File: src/rtl/cs_asm_pkg.sv
package cs_asm_pkg;

    localparam int BLK_LEN  = 192;
    localparam int CRC_W    = 8;
    localparam int CRC_POS  = BLK_LEN - CRC_W;
    localparam int N_CH     = 2;
    localparam int N_CTL    = 7;
    localparam int N_PRO    = 4;
    localparam logic [CRC_W-1:0] CRC_POLY = 8'h1D;
    localparam logic [CRC_W-1:0] CRC_INIT = 8'hFF;

    // status bit positions driven by control pins, in pin order
    localparam int PRO_POS  [N_PRO] = '{1, 6, 7, 9};
    localparam int CONS_POS [N_CTL] = '{2, 3, 8, 9, 15, 24, 25};

    localparam int EMPH_LO  = 2;

    // one serial step of the check register
    function automatic logic [CRC_W-1:0] crc_step(
        input logic [CRC_W-1:0] r,
        input logic             d
    );
        logic fb;
        fb = r[CRC_W-1] ^ d;
        return {r[CRC_W-2:0], 1'b0} ^ (fb ? CRC_POLY : '0);
    endfunction

    // emphasis select -> {bit4, bit3, bit2}
    function automatic logic [2:0] emph_code(input logic [1:0] sel);
        case (sel)
            2'b00:   return 3'b000;
            2'b01:   return 3'b001;
            2'b10:   return 3'b011;
            default: return 3'b111;
        endcase
    endfunction

endpackage

File: src/rtl/cs_blk_tracker.sv
module cs_blk_tracker #(
    parameter int BLK_LEN = 192,
    localparam int PW     = $clog2(BLK_LEN)
) (
    input  logic          clk,
    input  logic          rst_n,
    input  logic          stb,
    input  logic          sub_b,
    input  logic          blk_in,
    output logic [PW-1:0] pos
);
    localparam logic [PW-1:0] LAST = PW'(BLK_LEN - 1);

    typedef struct packed {
        logic [PW-1:0] cnt;
        logic          blk_prev;
    } trk_t;

    trk_t trk_d, trk_q;
    logic rise;

    always_comb begin
        trk_d = trk_q;
        rise  = stb && !sub_b && blk_in && !trk_q.blk_prev;
        pos   = rise ? '0 : trk_q.cnt;
        if (stb && !sub_b) begin
            trk_d.blk_prev = blk_in;
            if (rise) trk_d.cnt = '0;
        end
        if (stb && sub_b) begin
            trk_d.cnt = (trk_q.cnt == LAST) ? '0 : trk_q.cnt + 1'b1;
        end
    end

    always_ff @(posedge clk or negedge rst_n) begin
        if (!rst_n) trk_q <= '0;
        else        trk_q <= trk_d;
    end


    cnt_step_chk: assert property (@(posedge clk) disable iff (!rst_n)
        (stb && sub_b && trk_q.cnt != LAST) |=> trk_q.cnt == PW'($past(trk_q.cnt) + 1'b1));


    cnt_wrap_chk: assert property (@(posedge clk) disable iff (!rst_n)
        (stb && sub_b && trk_q.cnt == LAST) |=> trk_q.cnt == '0);


    resync_chk: assert property (@(posedge clk) disable iff (!rst_n)
        (stb && !sub_b && blk_in && !trk_q.blk_prev) |=> (trk_q.cnt == '0 && trk_q.blk_prev));


    a_hold_chk: assert property (@(posedge clk) disable iff (!rst_n)
        (stb && !sub_b && !(blk_in && !trk_q.blk_prev)) |=> $stable(trk_q.cnt));

endmodule

File: src/rtl/cs_ctl_map.sv
module cs_ctl_map
    import cs_asm_pkg::*;
#(
    parameter int PW = 8
) (
    input  logic [PW-1:0]    pos,
    input  logic             pro_mode,
    input  logic             transp_mode,
    input  logic [N_CTL-1:0] ctl_n,
    input  logic [1:0]       emph_sel,
    output logic             force_en,
    output logic             force_val,
    output logic             set_bit
);
    logic [N_PRO-1:0] pro_hit;
    logic [N_CTL-1:0] cons_hit;
    logic [2:0]       emph_hit;
    logic [2:0]       emph_val;

    for (genvar i = 0; i < N_PRO; i++) begin : g_pro
        assign pro_hit[i] = (pos == PW'(PRO_POS[i])) && !ctl_n[i];
    end

    for (genvar j = 0; j < N_CTL; j++) begin : g_cons
        assign cons_hit[j] = (pos == PW'(CONS_POS[j])) && !ctl_n[j];
    end

    assign emph_val = emph_code(emph_sel);

    for (genvar k = 0; k < 3; k++) begin : g_emph
        assign emph_hit[k] = (pos == PW'(EMPH_LO + k)) && emph_val[k];
    end

    always_comb begin
        force_en  = !transp_mode && (pos == '0);
        force_val = pro_mode;
        set_bit   = 1'b0;
        if (!transp_mode) begin
            if (pro_mode) set_bit = |pro_hit || |emph_hit;
            else          set_bit = |cons_hit;
        end
    end


    always_comb begin
        if (transp_mode === 1'b1) begin
            transp_quiet_chk: assert (!force_en && !set_bit);
        end
    end

endmodule

File: src/rtl/cs_crc_lane.sv
module cs_crc_lane
    import cs_asm_pkg::*;
(
    input  logic             clk,
    input  logic             rst_n,
    input  logic             upd,
    input  logic             first,
    input  logic             din,
    output logic [CRC_W-1:0] crc
);
    typedef struct packed {
        logic [CRC_W-1:0] r;
    } lane_t;

    lane_t lane_d, lane_q;

    always_comb begin
        lane_d = lane_q;
        if (upd) lane_d.r = crc_step(first ? CRC_INIT : lane_q.r, din);
    end

    always_ff @(posedge clk or negedge rst_n) begin
        if (!rst_n) lane_q <= '{r: CRC_INIT};
        else        lane_q <= lane_d;
    end

    assign crc = lane_q.r;


    crc_hold_chk: assert property (@(posedge clk) disable iff (!rst_n)
        !upd |=> $stable(lane_q.r));

endmodule

File: src/rtl/cs_status_asm.sv
module cs_status_asm
    import cs_asm_pkg::*;
(
    input  logic             clk,
    input  logic             rst_n,
    input  logic             frame_stb,
    input  logic             sub_b,
    input  logic             c_in,
    input  logic             blk_in,
    input  logic             pro_mode,
    input  logic             transp_mode,
    input  logic [N_CTL-1:0] ctl_n,
    input  logic [1:0]       emph_sel,
    output logic             cs_bit,
    output logic             cs_valid
);
    localparam int PW = $clog2(BLK_LEN);
    localparam int KW = $clog2(CRC_W);

    typedef struct packed {
        logic cs;
        logic vld;
    } out_t;

    out_t out_d, out_q;

    logic [PW-1:0]    pos;
    logic [PW-1:0]    crc_off;
    logic [KW-1:0]    k_idx;
    logic             in_crc;
    logic             force_en, force_val, set_bit;
    logic             merged;
    logic [CRC_W-1:0] lane_crc [N_CH];

    cs_blk_tracker #(.BLK_LEN(BLK_LEN)) trk_i (
        .clk    (clk),
        .rst_n  (rst_n),
        .stb    (frame_stb),
        .sub_b  (sub_b),
        .blk_in (blk_in),
        .pos    (pos)
    );

    cs_ctl_map #(.PW(PW)) map_i (
        .pos         (pos),
        .pro_mode    (pro_mode),
        .transp_mode (transp_mode),
        .ctl_n       (ctl_n),
        .emph_sel    (emph_sel),
        .force_en    (force_en),
        .force_val   (force_val),
        .set_bit     (set_bit)
    );

    assign in_crc  = pos >= PW'(CRC_POS);
    assign crc_off = pos - PW'(CRC_POS);
    assign k_idx   = crc_off[KW-1:0];

    for (genvar ch = 0; ch < N_CH; ch++) begin : g_lane
        cs_crc_lane lane_i (
            .clk   (clk),
            .rst_n (rst_n),
            .upd   (frame_stb && (sub_b == 1'(ch)) && !in_crc),
            .first (pos == '0),
            .din   (merged),
            .crc   (lane_crc[ch])
        );
    end

    always_comb begin
        if (in_crc)        merged = lane_crc[sub_b][k_idx] | c_in;
        else if (force_en) merged = force_val;
        else               merged = c_in | set_bit;
    end

    always_comb begin
        out_d     = out_q;
        out_d.vld = frame_stb;
        if (frame_stb) out_d.cs = merged;
    end

    always_ff @(posedge clk or negedge rst_n) begin
        if (!rst_n) out_q <= '0;
        else        out_q <= out_d;
    end

    assign cs_bit   = out_q.cs;
    assign cs_valid = out_q.vld;


    vld_pulse_chk: assert property (@(posedge clk) disable iff (!rst_n)
        frame_stb |=> cs_valid);


    vld_idle_chk: assert property (@(posedge clk) disable iff (!rst_n)
        !frame_stb |=> (!cs_valid && $stable(cs_bit)));


    pro_bit0_chk: assert property (@(posedge clk) disable iff (!rst_n)
        (frame_stb && pos == '0 && pro_mode && !transp_mode) |=> cs_bit);


    cons_bit0_chk: assert property (@(posedge clk) disable iff (!rst_n)
        (frame_stb && pos == '0 && !pro_mode && !transp_mode) |=> !cs_bit);


    c_or_chk: assert property (@(posedge clk) disable iff (!rst_n)
        (frame_stb && c_in && pos != '0) |=> cs_bit);

endmodule

File: config.mk
export PLATFORM = sky130hd
export DESIGN_NAME = cs_status_asm
export DESIGN_NICKNAME = d
export VERILOG_FILES = /design/src/rtl/cs_asm_pkg.sv /design/src/rtl/cs_blk_tracker.sv /design/src/rtl/cs_ctl_map.sv /design/src/rtl/cs_crc_lane.sv /design/src/rtl/cs_status_asm.sv
export SDC_FILE = /design/constraint.sdc
export NUM_CORES = 1
export LEC_CHECK = 0
export ABC_CLOCK_PERIOD_IN_PS = 2400
export CORE_MARGIN = 4
export CORE_UTILIZATION = 31
export DETAILED_ROUTE_END_ITERATION = 7
export PLACE_DENSITY = 0.55
export SLEW_MARGIN = 30
export SYNTH_ARGS = -nofsm -noshare
export SYNTH_HDL_FRONTEND = slang
export SYNTH_SLANG_ARGS = --single-unit
File: constraint.sdc
create_clock -name clk -period 2.4 [get_ports clk]
set_input_delay 0.48 -clock clk [delete_from_list [all_inputs] [get_ports clk]]
set_output_delay 0.48 -clock clk [all_outputs]
set_load 0.01 [all_outputs]
==> results.toml <==
[hold_path]
min_path_type = "reg2reg"
hp-start = "g_lane[0].lane_i.crc[5]"

[critical_path]
worstPathArrival_ns = 2.40
start_kind = "primary input"
end_kind = "flop"
path_class = "in2reg"
cp_max_fo = 6
reg2reg_from = "trk_i.trk_q[4]"
critical_path_required_ns = 2.60
r2r_setup_slack_ns = 0.29
crit_path_start = "ctl_n[0]"

[die]
die_x_um = 85.45
rows = 27
dieArea_mm2 = 0.007301
die_h_um = 85.45
core_area_mm2 = 0.005675
initial_core_util_pct = 32.76
pin_count = 19

[drt]
wire_per_inst_um = 15.19
avgViaCountPerCell = 5.214
ant_nets = 0
totalWireLength_um = 4907
dr.pass1.iters = 4
first_iter_violations = 110
drc = 0
via_count = 1684

[power_and_ir_drop]
power.density_mw_per_mm2 = 805.8
p_leak_nw = 0.9531
ir_worst_vdd_v = 0.0003479
p_total_mw = 1.830

[sta]
fin_crit_sh_pct = 91.79
fmax_ghz = 0.4539
maxSlewHeadroom_pct = 65.38
skew_ns = 0.004571
final-hold-violation-count = 0
final_max_slew_viol_count = 0
fin_crit_ns = 2.203
setup_viol = 0
tns_ns = 0
rsz0062_at_grt = "false"
worstMarginPinSlew_ns = 0.5166

[clocking]
clock_latency_ns = 0.28
clk_pin_slew_worst_paths_ns = 0.10
cts-root-buf = "clkbuf_8"
numClockSinks = 27
cts_tree = "yes"
cts_buffers = 3
ctsHoldBuffers = 0
htree_levels = 1
clockBufferDepth = 2
cts_resized = 0
post_cts_buffers = 0

[place]
io_buffer_count = 18
hpwlAfterDp_um = 3705
place.gp.congestion = 0.9297

[global_routing]
grt_antenna_before_repair = 0
grt.total_usage_pct = 14.67
grt_max_degree = 28
grt_pass1_wl_um = 8597
overflow = 0
grt_pass1_vias = 1707

[synth]
syn_nets = 239
ys_seq_elements = 27
synth_compound_area_share_pct = 20.86
synth_mux_area_share_pct = 8.075
synth_top_family_by_area = "simple AND/OR/NAND/NOR gates"
synthTopCellsByArea = "dfstp_2 (23%), dfrtp_1 (15%), nand2_1 (8.5%), o21ai_0 (6.7%), nor2_1 (5.0%)"
synth_top_area_share_pct = 22.61
synth_xor_area_share_pct = 3.769
async_reset_ff_share_pct = 100.0
synth-simple-area-share_pct = 26.45
synth_edf_count = 0
synth_cell_types = 47
synth_fa_ha_area_share_pct = 0.6729
synth_warnings = 0
synthFlopType = "dfstp_2"
synthCells = 221
seq_area_frac_synth_pct = 37.42
syn_avg_cell_area_um2 = 8.413
synth.cell_area_mm2 = 0.001859
yosysTopAreaCell = "dfstp_2"

[cells_and_area]
antenna_cells = 0
final_common_cell = "nand2_1"
final_cell_mix = "nand2_1 (42), o21ai_0 (25), nor2_1 (25)"
drive_gt1_share_pct = 19.92
area_delta_synth_final_pct = 22.14
nets = 270

[job]
drv_cap = 0

[outcome]
status = "complete, no violations"
-- registers in the layout, summed over array words and instances, names as in the netlist --
signal and cells:
cs_bit 1, cs_valid 1, g_lane.lane_i.crc 16, trk_i.trk_q 9
-- report_power, final --
group,internal (mW),switching (mW)
sequential,0.651,0.135
clock,0.117,0.156
combinational,0.370,0.401
total,1.14,0.692
-- worst paths after layout --
| path | to | cells past startpoint |
|---|---|---|
| max | cs_bit | 8 |
| max in group asynchronous | g_lane[1].lane_i.crc[4] | 2 |
| min | g_lane[0].lane_i.crc[5] | 2 |
| min reg2reg | g_lane[0].lane_i.crc[5] | 2 |
| min in group asynchronous | trk_i.trk_q[4] | 2 |
| max reg2reg | g_lane[0].lane_i.crc[0] | 7 |
-- cells in the mapped netlist, types with 2 or more instances --
cell	number
and3_1	7
nor2_1	25
clkbuf_1	6
o21ai_1	2
dfstp_2	16
mux2_2	2
nand3_1	4
a31oi_1	2
mux4_2	3
nor3b_1	2
buf_2	2
nor2b_1	2
nand2_1	42
xnor2_1	3
o21ai_0	25
o211ai_1	5
dfrtp_1	11
a21oi_1	8
mux2i_1	6
o22ai_1	2
xor2_1	5
nand4_1	2
nor4_1	3
a211oi_1	4
and2_1	2
nand3b_1	5
a22o_1	2
nor3_1	3
buf_1	2
-- cell families after synthesis --
family	Yosys count
flip-flops	27
multiplexers	11
AND/OR/NAND/NOR	103
buffers and inverters	12
XOR/XNOR	8
adder cells (fa/ha/maj)	1
AO/OA/AOI/OAI	59
-- critical path, cell delays in order --
cell             delay (ns)
clkdlybuf4s50_1        0.42
or3b_1                 0.35
a21oi_1                0.15
a31oi_1                0.07
o311a_4                0.35
o21ai_4                0.24
a21oi_1                0.11
a211oi_1               0.23
-- metal layers --
layer | vias to the layer above | track usage (%) | share of wire (%)
li1 | 853 | - | -
met1 | 792 | 20.46 | 49
met2 | 29 | 23.38 | 45
met3 | 10 | 2.136 | 3.2
met4 | 0 | 4.460 | 1.9
met5 | - | 0 | 0
-- cell type report --
| class | count | area, µm² |
|---|---|---|
| Tap cell | 72 | 90.09 |
| Fill cell | 584 | 3405 |
| Clock inverter | 1 | 5.005 |
| Inverter | 1 | 3.754 |
| Multi-Input combinational cell | 182 | 1112 |
| Sequential cell | 27 | 695.7 |
| Timing Repair Buffer | 37 | 322.8 |
| Clock buffer | 3 | 41.29 |
-- through the flow --
stage | area (µm²) | hold slack, ns | cells | setup slack (ns) | utilization [%]
global placement | 2225 | 0.4554 | 319 | -0.08325 | 39.20
detailed placement | 2225 | 0.4591 | 319 | -0.1243 | 39.20
global route | 2271 | 0.4927 | 323 | 0.02086 | 40.01
floorplan | 1859 | 0.1844 | 221 | 0.3548 | -
finish | 2271 | 0.4737 | 323 | 0.1971 | 40.01
CTS | 2271 | 0.4731 | 323 | 0.2000 | 40.01
(Power assumes the default switching activity.)
